<file path="config.mk">
export PLATFORM = sky130hd
export DESIGN_NAME = fmt_outfmt
export DESIGN_NICKNAME = d
export VERILOG_FILES = /design/src/rtl/fmt_pkg.sv /design/src/rtl/fmt_pattern_gen.sv /design/src/rtl/fmt_code_conv.sv /design/src/rtl/fmt_out_reg.sv /design/src/rtl/fmt_outfmt.sv
export SDC_FILE = /design/constraint.sdc
export NUM_CORES = 1
export LEC_CHECK = 0
export BUFFER_PORTS_ARGS = -buffer_cell sky130_fd_sc_hd__buf_2
export CORE_MARGIN = 1.5
export CORE_UTILIZATION = 50
export DETAILED_ROUTE_END_ITERATION = 8
export PLACE_DENSITY_LB_ADDON = 0.05
export SYNTH_ARGS = -nofsm -noshare
export SYNTH_HDL_FRONTEND = slang
export SYNTH_HIERARCHICAL = 1
export SYNTH_SLANG_ARGS = --single-unit
</file>
<file path="constraint.sdc">
create_clock -name clk -period 2.2 [get_ports clk]
set_clock_uncertainty 0.1 [all_clocks]
set_input_delay 0.44 -clock clk [delete_from_list [all_inputs] [get_ports clk]]
set_output_delay 0.44 -clock clk [all_outputs]
set_load 0.02 [all_outputs]
</file>
<file path="src/rtl/fmt_pkg.sv">
package fmt_pkg;

   typedef enum logic [1:0] {
      TP_LIVE   = 2'b00,
      TP_ZERO   = 2'b01,
      TP_ONE    = 2'b10,
      TP_TOGGLE = 2'b11
   } tp_mode_e;

   function automatic logic fmt_is_twos(input logic [1:0] sel);
      return sel[0];
   endfunction

   function automatic logic fmt_is_fall(input logic [1:0] sel);
      return sel[1];
   endfunction

endpackage

</file>
<file path="src/rtl/fmt_pattern_gen.sv">
module fmt_pattern_gen
   import fmt_pkg::*;
#(
   parameter int DATA_W = 12
) (
   input  logic              clk,
   input  logic              rst_n,
   input  logic              advance_i,
   input  tp_mode_e          mode_i,
   input  logic [DATA_W-1:0] raw_i,
   input  logic              ovr_i,
   output logic [DATA_W-1:0] word_o,
   output logic              ovr_o
);

   logic tog_q;

   // toggle phase: cleared whenever another mode runs, frozen when not advancing
   always_ff @(posedge clk or negedge rst_n) begin
      if (!rst_n) begin
         tog_q <= 1'b0;
      end else if (advance_i) begin
         tog_q <= (mode_i == TP_TOGGLE) ? ~tog_q : 1'b0;
      end
   end

   always_comb begin
      ovr_o = 1'b0;
      unique case (mode_i)
         TP_LIVE: begin
            word_o = raw_i;
            ovr_o  = ovr_i;
         end
         TP_ZERO:   word_o = '0;
         TP_ONE:    word_o = '1;
         TP_TOGGLE: word_o = {DATA_W{tog_q}};
         default:   word_o = raw_i;
      endcase
   end

endmodule

</file>
<file path="src/rtl/fmt_code_conv.sv">
module fmt_code_conv #(
   parameter int DATA_W = 12
) (
   input  logic              twos_i,
   input  logic [DATA_W-1:0] word_i,
   output logic [DATA_W-1:0] word_o
);

   localparam int MSB = DATA_W - 1;

   generate
      if (DATA_W < 2) begin : g_bad_width
         $error("fmt_code_conv: DATA_W must be at least 2");
      end else begin : g_msb_flip
         assign word_o = {word_i[MSB] ^ twos_i, word_i[MSB-1:0]};
      end
   endgenerate

endmodule

</file>
<file path="src/rtl/fmt_out_reg.sv">
module fmt_out_reg #(
   parameter int DATA_W = 12
) (
   input  logic              clk,
   input  logic              rst_n,
   input  logic              load_i,
   input  logic [DATA_W-1:0] word_i,
   input  logic              ovr_i,
   input  logic              fall_i,
   output logic [DATA_W-1:0] word_o,
   output logic              ovr_o,
   output logic              fall_o
);

   always_ff @(posedge clk or negedge rst_n) begin
      if (!rst_n) begin
         word_o <= '0;
         ovr_o  <= 1'b0;
      end else if (load_i) begin
         word_o <= word_i;
         ovr_o  <= ovr_i;
      end
   end

   always_ff @(posedge clk or negedge rst_n) begin
      if (!rst_n) begin
         fall_o <= 1'b0;
      end else begin
         fall_o <= fall_i;
      end
   end

endmodule

</file>
<file path="src/rtl/fmt_outfmt.sv">
module fmt_outfmt
   import fmt_pkg::*;
#(
   parameter int DATA_W = 12
) (
   input  logic              clk,
   input  logic              rst_n,
   input  logic [DATA_W-1:0] raw_i,
   input  logic              ovr_i,
   input  logic [1:0]        tp_sel_i,
   input  logic              pdn_i,
   input  logic [1:0]        fmt_sel_i,
   output logic [DATA_W-1:0] dout_o,
   output logic              ovr_o,
   output logic              fall_edge_o
);

   logic [DATA_W-1:0] pat_word;
   logic [DATA_W-1:0] conv_word;
   logic              pat_ovr;
   logic              run;

   assign run = ~pdn_i;

   fmt_pattern_gen #(.DATA_W(DATA_W)) u_pat (
      .clk       (clk),
      .rst_n     (rst_n),
      .advance_i (run),
      .mode_i    (tp_mode_e'(tp_sel_i)),
      .raw_i     (raw_i),
      .ovr_i     (ovr_i),
      .word_o    (pat_word),
      .ovr_o     (pat_ovr)
   );

   fmt_code_conv #(.DATA_W(DATA_W)) u_conv (
      .twos_i (fmt_is_twos(fmt_sel_i)),
      .word_i (pat_word),
      .word_o (conv_word)
   );

   fmt_out_reg #(.DATA_W(DATA_W)) u_oreg (
      .clk    (clk),
      .rst_n  (rst_n),
      .load_i (run),
      .word_i (conv_word),
      .ovr_i  (pat_ovr),
      .fall_i (fmt_is_fall(fmt_sel_i)),
      .word_o (dout_o),
      .ovr_o  (ovr_o),
      .fall_o (fall_edge_o)
   );

endmodule

</file>
# Yosys cells after proc, flatten, opt, wreduce, memory -nomap -nowiden

Cells that the tools add are included.

Input bits: 20
Flip-flop bits (word level): 15
Logic and storage cells: 13
Output and inout port bits: 14

Reductions and logical operators: 1
Equality and inequality tests: 3
Bitwise logic cells: 2
Muxes and demuxes: 3

Operators with widths:

| operator                                             | count |
|---|---|
| case mux 12 bit (4 select lines)                     | 1 |
| equality test 2 bit (second input constant)          | 2 |
| equality test 2 x 1 -> 1 bit (second input constant) | 1 |
| zero test 2 bit                                      | 1 |
| 2-to-1 mux 1 bit                                     | 2 |
| NOT 1 bit                                            | 1 |
| bitwise XOR 1 bit                                    | 1 |

# Longest topological paths before layout

Gate-level depths: netlist of run 1.

Word-level depth: 3
Mapped depth: 5
Gate-level depth less buffers: 4

# Cells and area by module

Netlist of run 1, hierarchy kept.

By module, submodules not included:

| module          | instances | cells each | area each (um2) | seq. area each (um2) |
|---|---|---|---|---|
| fmt_out_reg     | 1         | 28         | 545.5           | 350.3 |
| fmt_pattern_gen | 1         | 33         | 205.2           | 25.0 |
| fmt_code_conv   | 1         | 12         | 91.3            | 0.0 |
| fmt_outfmt      | 1         | 1          | 3.8             | 0.0 |

# Worst setup path after synthesis of run 1

OpenSTA, ideal clock, no wires.

Path type: input -> register
Start: input port tp_sel_i[1]
End: register u_oreg.word_o[11]
Required time: 1.975 ns
Setup slack: 0.693 ns
Path buffers: 1
Stages: 5
Arrival: 1.282 ns
Library setup time: 0.125 ns
Cells stage by stage: inv_1 clkbuf_1 o22ai_1 xor2_1 mux2_2

Word-level cells in the longest chain between the ends: 3
Elaborated cells on any way between the ends: 6
Classes of those cells: eq/ne: 3; mux: 1; bitwise: 1; reduce/logical: 1

RTL lines:

| element                                     | RTL line              | text |
|---|---|---|
| start: declaration                          | fmt_outfmt.sv:10      | `input logic [1:0] tp_sel_i,` |
| equality test 2 bit (tied with other cells) | fmt_pattern_gen.sv:29 | `unique case (mode_i)` |
| case mux 12 bit (4 select lines) *          | fmt_pattern_gen.sv:29 |  |
| via pat_word[11]                            | fmt_outfmt.sv:18      | `logic [DATA_W-1:0] pat_word;` |
| bitwise XOR 1 bit *                         | fmt_code_conv.sv:15   | `assign word_o = {word_i[MSB] ^ twos_i, word_i[MSB-1:0]};` |
| via conv_word[11]                           | fmt_outfmt.sv:19      | `logic [DATA_W-1:0] conv_word;` |
| end signal: assignment                      | fmt_out_reg.sv:20     | `word_o <= word_i;` |
| end: declaration                            | fmt_out_reg.sv:10     | `output logic [DATA_W-1:0] word_o,` |

Mark *: on every way through the listed nets, which the timed path passes. The rest lies on a longest branch.
A chain may end at the register's enable or synchronous reset.

# Worst setup path after layout of run 1

Start: input port tp_sel_i[0]
End: register u_oreg.word_o[11]

Same word-level chain as after synthesis.

==> flow_metrics.env, run 1 <==
export IMPL_status="finished, final reports clean"
export IMPL_totalWireLength_um=1370
export IMPL_grt_pass1_wl_um=2390
export IMPL_ant_nets=0
export IMPL_peakVddDrop_v=0.000436
export IMPL_grtUsageTotal_pct=17.3
export IMPL_rsz0062_at_grt="no"
export IMPL_core_mm2=0.00154
export IMPL_grt_use_met3_pct=4.90
export IMPL_cellLeakagePower_uw=0.000542
export IMPL_die_w_um=44.1
export IMPL_yosysUniqueCellTypes=14
export IMPL_stdcell_count=114
export IMPL_worst_path_max_delay_cell="nor2b_4"
export IMPL_diodes=0
export IMPL_whs_path_depth=1
export IMPL_critical_path_max_stage_delay_ps=320
export IMPL_routed_via_density=4.91
export IMPL_critical_path_buf_inv_count=1
export IMPL_preCtsSetupSlack_ps=385
export IMPL_drv_slew=0
export IMPL_layout_commonest_cell="buf_2"
export IMPL_netlist_area_um2=846
export IMPL_crit_required_ps=2260
export IMPL_gr_usage_met1_pct=20.0
export IMPL_ys_seq_elements=15
export IMPL_final_setup_viol_count=0
export IMPL_place_gp_congestion=0.641
export IMPL_fillerInstances=138
export IMPL_min_from="fmt_sel_i[1]"
export IMPL_cts_tree="yes"
export IMPL_path_max_fanout=15
export IMPL_ys_warn_count=6
export IMPL_postSynthAreaPerCell_um2=11.4
export IMPL_mostFrequentLayoutCells="33 x buf_2, 15 x dfrtp_1, 14 x inv_1, 12 x o22ai_1, 10 x mux2_4"
export IMPL_antenna_found_initial=0
export IMPL_grt_remaining_overflow=0
export IMPL_worst_slack_ps=714
export IMPL_dr_pass1_iters=4
export IMPL_fin_crit_sh_pct=67.6
export IMPL_dr_total_vias=560
export IMPL_placedCellCount=109
export IMPL_io_buffers=33
export IMPL_post_drt_wl_per_cell_um=12.0
export IMPL_reg2reg_slack_ps=730
export IMPL_syn_inst=74
export IMPL_fmax_mhz=673
export IMPL_drt_initial_drc_count=15
export IMPL_fp_dieH_um=44.1
export IMPL_insertion_delay_ps=280
export IMPL_r2r_cells=4
export IMPL_pin_count=34
export IMPL_cap_violations=0
export IMPL_grt_busiest_layer="met2"
export IMPL_slew_headroom_pct=78.3
export IMPL_die_area_mm2=0.00195
export IMPL_crit_type="input port to flop"
export IMPL_r2r_end="u_oreg/word_o[11]"
export IMPL_syn2layout_area_growth_pct=13.8
export IMPL_grt_max_degree=16
export IMPL_worstMarginPinSlew_ps=326
export IMPL_fin_hold_ws_ps=166
export IMPL_crit_family="simple AND/OR/NAND/NOR gates"
export IMPL_power_density_mw_per_mm2=700
export IMPL_cts_path_max_buffers=2
export IMPL_htreeDepth=1
export IMPL_ys_seq_area_share_pct=44.4
export IMPL_root_buffer="clkbuf_4"
export IMPL_arrival_ps=1550
export IMPL_place_detailed_hpwl_um=1100
export IMPL_fin_nets=119
export IMPL_first_global_vias=571
export IMPL_drc=0
export IMPL_hold_violations=0
export IMPL_layout_min_cycle_time_ps=1490
export IMPL_use_met2_pct=28.8
export IMPL_cp_end_kind="flop"
export IMPL_clkSlewWorstSetupHoldPaths_ps=90
export IMPL_syn_nets=94
export IMPL_tns_ps=0
export IMPL_path_cells="buf_2, nor2b_4, o22ai_1, xor2_1, mux2_2"
export IMPL_cts_made_buffers=3
export IMPL_initial_utilization_pct=54.9
export IMPL_cts_resized=0
export IMPL_cts_hold_buffers=1
export IMPL_drive_above_1_share_pct=53.1
export IMPL_rows=14
export IMPL_critPathLaunchType="input port"
export IMPL_min_to="u_oreg/fall_o"
export IMPL_rr_startpoint="u_pat/tog_q"
export IMPL_post_cts_setup_buffers=0
export IMPL_hp_class="input port to flop"
export IMPL_clock_sinks=15
flip-flops by register name, indices dropped and copies added (netlist names):
register	flops
u_pat/tog_q	1
u_oreg/word_o	12
u_oreg/fall_o	1
u_oreg/ovr_o	1
cells by family (layout without fill, tap and decap cells):
logic type / after synthesis / after routing / share of synthesized area (%)
xor+xnor: 1 / 1 / 1.04
buf+inv: 29 / 53 / 19.7
compound gates: 12 / 12 / 8.88
mux: 14 / 14 / 22.9
flops: 15 / 15 / 44.4
simple gates: 3 / 3 / 3.11
worst max-delay path by stage:
stage | from | end | slack, ps | cells after the start
3_3_place_gp | tp_sel_i[0] | u_oreg/word_o[11] | 460 | 5
6_report | tp_sel_i[0] | u_oreg/word_o[11] | 710 | 5
5_1_grt | tp_sel_i[0] | u_oreg/word_o[11] | 640 | 5
3_5_place_dp | tp_sel_i[0] | u_oreg/word_o[11] | 390 | 5
2_1_floorplan | tp_sel_i[1] | u_oreg/word_o[11] | 690 | 5
4_1_cts | tp_sel_i[0] | u_oreg/word_o[11] | 710 | 5
final cells by class:
| type | count | area, um2 | share of cell area [%] |
|---|---|---|---|
| multi-input cells | 30 | 304 | 31.6 |
| inverters | 14 | 52.6 | 5.46 |
| clock buffers | 3 | 22.5 | 2.34 |
| well taps | 16 | 20.0 | 2.08 |
| clock inverters | 1 | 5.00 | 0.520 |
| repair buffers | 35 | 183 | 19.0 |
| flip-flops and latches | 15 | 375 | 39.0 |
routing by layer:
metal | routed length (um) | vias up
li1 | - | 285
met1 | 600 | 253
met2 | 677 | 20
met3 | 73 | 2
met4 | 13 | 0
met5 | 0 | -
stage by stage:
step / utilization, % / total power [uW] / cell area [um2]
6_report: 62.4 / 674 / 962
5_1_grt: 62.4 / 715 / 962
4_1_cts: 62.4 / 687 / 962
3_5_place_dp: 60.0 / 528 / 925
3_3_place_gp: 60.0 / 523 / 925
2_1_floorplan: - / 487 / 846
report_power, final:
part           internal, uW  switching [uW]
Combinational          93.4            99.1
Sequential              310            17.9
Clock                  67.3            86.0
synth_stat cells:
| cell | number | area (um2) |
|---|---|---|
| dfrtp_1 | 15 | 375 |
| mux2_2 | 3 | 33.8 |
| mux2i_1 | 1 | 10.0 |
| buf_6 | 2 | 22.5 |
| clkbuf_1 | 1 | 3.75 |
| o22ai_1 | 12 | 75.1 |
| nor2b_4 | 1 | 13.8 |
| xor2_1 | 1 | 8.76 |
| inv_1 | 14 | 52.6 |
| nor3b_1 | 1 | 7.51 |
| buf_2 | 1 | 5.00 |
| buf_4 | 11 | 82.6 |
| mux2_4 | 10 | 150 |
| nand3_1 | 1 | 5.00 |
Power figures use the tool's default switching activity.
==> inputs of run 2 (changes only) <==
--- a/config.mk
+++ b/config.mk
@@ -7,7 +7,7 @@
 export LEC_CHECK = 0
 export BUFFER_PORTS_ARGS = -buffer_cell sky130_fd_sc_hd__buf_2
 export CORE_MARGIN = 1.5
-export CORE_UTILIZATION = 50
+export CORE_UTILIZATION = 42
 export DETAILED_ROUTE_END_ITERATION = 8
 export PLACE_DENSITY_LB_ADDON = 0.05
 export SYNTH_ARGS = -nofsm -noshare
==> constraint.sdc (replaced) <==
create_clock -name clk -period 1.3 [get_ports clk]
set_clock_uncertainty 0.1 [all_clocks]
set_input_delay 0.26 -clock clk [delete_from_list [all_inputs] [get_ports clk]]
set_output_delay 0.26 -clock clk [all_outputs]
set_load 0.02 [all_outputs]
==> flow_metrics.env, run 2 (same netlist as run 1, synthesis figures left out) <==
export IMPL_die_w_um=47.9
export IMPL_stdcell_count=133
export IMPL_cellLeakagePower_uw=0.000592
export IMPL_drt_initial_drc_count=3
export IMPL_antenna_found_initial=0
export IMPL_rsz0062_at_grt="yes"
export IMPL_dr_pass1_iters=3
export IMPL_place_detailed_hpwl_um=1180
export IMPL_rows=16
export IMPL_fmax_mhz=777
export IMPL_hp_class="input port to flop"
export IMPL_crit_required_ps=1370
export IMPL_fillerInstances=178
export IMPL_place_gp_congestion=0.670
export IMPL_clock_sinks=15
export IMPL_cts_resized=0
export IMPL_post_drt_wl_per_cell_um=11.3
export IMPL_intPower_uw=824
export IMPL_pin_count=34
export IMPL_design_area_mm2=0.00106
export IMPL_root_buffer="clkbuf_4"
export IMPL_dr_total_vias=590
export IMPL_gr_usage_met1_pct=19.5
export IMPL_peakVddDrop_v=0.000553
export IMPL_path_max_fanout=4
export IMPL_post_dp_cell_area_mm2=0.00101
export IMPL_insertion_delay_ps=270
export IMPL_placedCellCount=126
export IMPL_p_seq_share_pct=47.2
export IMPL_grt_remaining_overflow=0
export IMPL_fin_util_pct=55.2
export IMPL_grtUsageTotal_pct=14.8
export IMPL_final_setup_viol_count=0
export IMPL_drive_above_1_share_pct=56.6
export IMPL_cts_tree="yes"
export IMPL_first_global_vias=506
export IMPL_top_register="u_oreg/word_o"
export IMPL_critPathLaunchType="flop"
export IMPL_layout_commonest_cell="buf_2"
export IMPL_clkSlewWorstSetupHoldPaths_ps=90
export IMPL_grt_pass1_wl_um=2260
export IMPL_use_met2_pct=21.1
export IMPL_largest_register_ffs=12
export IMPL_pwr_share_clk_pct=22.1
export IMPL_arrival_ps=1350
export IMPL_switchingPower_uw=353
export IMPL_ant_nets=0
export IMPL_slew_headroom_pct=77.7
export IMPL_drv_slew=0
export IMPL_hold_violations=0
export IMPL_layout_min_cycle_time_ps=1290
export IMPL_fp_dieH_um=47.9
export IMPL_totalWireLength_um=1510
export IMPL_status="finished, final reports clean"
export IMPL_htreeDepth=1
export IMPL_core_mm2=0.00192
export IMPL_mostFrequentLayoutCells="33 x buf_2, 15 x dfrtp_1, 14 x inv_1, 11 x mux2_4, 11 x o22ai_1"
export IMPL_cts_made_buffers=3
export IMPL_die_area_mm2=0.00229
export IMPL_power_density_mw_per_mm2=1110
export IMPL_initial_utilization_pct=44.0
export IMPL_finalPower_uw=1180
export IMPL_fin_hold_ws_ps=157
export IMPL_fin_crit_sh_pct=99.0
export IMPL_diodes=0
export IMPL_crit_type="flop to flop"
export IMPL_combPwrFrac_pct=30.7
export IMPL_crit_start="u_pat/tog_q"
export IMPL_syn2layout_area_growth_pct=25.4
export IMPL_grt_busiest_layer="met2"
export IMPL_drc=0
export IMPL_cap_violations=0
export IMPL_worstMarginPinSlew_ps=335
export IMPL_swShare_pct=30.0
export IMPL_rr_startpoint="u_pat/tog_q"
export IMPL_min_from="tp_sel_i[1]"
export IMPL_cts_path_max_buffers=2
export IMPL_routed_via_density=4.44
export IMPL_grt_max_degree=16
export IMPL_fin_nets=127
export IMPL_grt_use_met3_pct=4.91
export IMPL_io_buffers=33
export IMPL_cp_end_kind="flop"
==> run 2: cell count changes in the layout (fill, tap and decap cells not counted) <==
cell	previous run	this run
o22ai_1	12	11
o22ai_2	0	1
buf_4	1	7
mux2_2	3	2
mux2_4	10	11
buf_12	0	1
dlygate4sd3_1	1	2
==> run 2: critical path, stage by stage (launching register included) <==
cell and delay [ps]:
dfrtp_1 420, nor2b_4 170, o22ai_2 80, xor2_1 160, mux2_4 250
==> run 2: what timing repair did <==
action	4_1_cts	5_1_grt
hold buffers	2	0
endpoints found under the hold margin	16	0
setup buffers	0	1
setup endpoints to repair	0	11
==> run 2: layer usage <==
layer | vias to the layer above | part of all wire (%)
met3 | 2 | 6.3
met5 | - | 0
met2 | 18 | 45
li1 | 301 | -
met4 | 0 | 1.3
met1 | 269 | 47
==> run 2: path summary, 6_finish.rpt <==
path | endpoint | slack (ps) | depth (start not counted)
worst max-delay path | u_oreg/word_o[11] | 10 | 4
max in group asynchronous | u_oreg/ovr_o | 540 | 2
min in group asynchronous | u_oreg/word_o[8] | 310 | 2
worst max register to register | u_oreg/word_o[11] | 10 | 4
worst min register to register | u_oreg/ovr_o | 410 | 1
worst min-delay path | u_pat/tog_q | 160 | 3
==> run 2: through the flow <==
stage | setup WS (ps) | TNS, ps
floorplan | -44.9 | -207
global placement | 47.4 | 0
detailed placement | 17.7 | 0
CTS | 7.98 | 0
global route | -56.8 | -494
finish | 12.7 | 0
==> run 2: cell type report <==
| cell class | instances | area, um2 | share of cell area, % |
|---|---|---|---|
| clock inverter | 1 | 5.00 | 0.472 |
| multi-input combinational | 30 | 314 | 29.6 |
| sequential | 15 | 375 | 35.4 |
| inverter | 14 | 52.6 | 4.95 |
| timing repair buffer | 43 | 258 | 24.3 |
| clock buffer | 3 | 22.5 | 2.12 |
| tap | 27 | 33.8 | 3.18 |
==> run 2: power by group through the flow <==
stage          logic [uW]  registers (uW)  clock network, uW
2_1_floorplan         196             636                  0
3_3_place_gp          353             565                  0
3_5_place_dp          357             566                  0
4_1_cts               361             558                279
5_1_grt               392             566                300
6_report              361             556                260
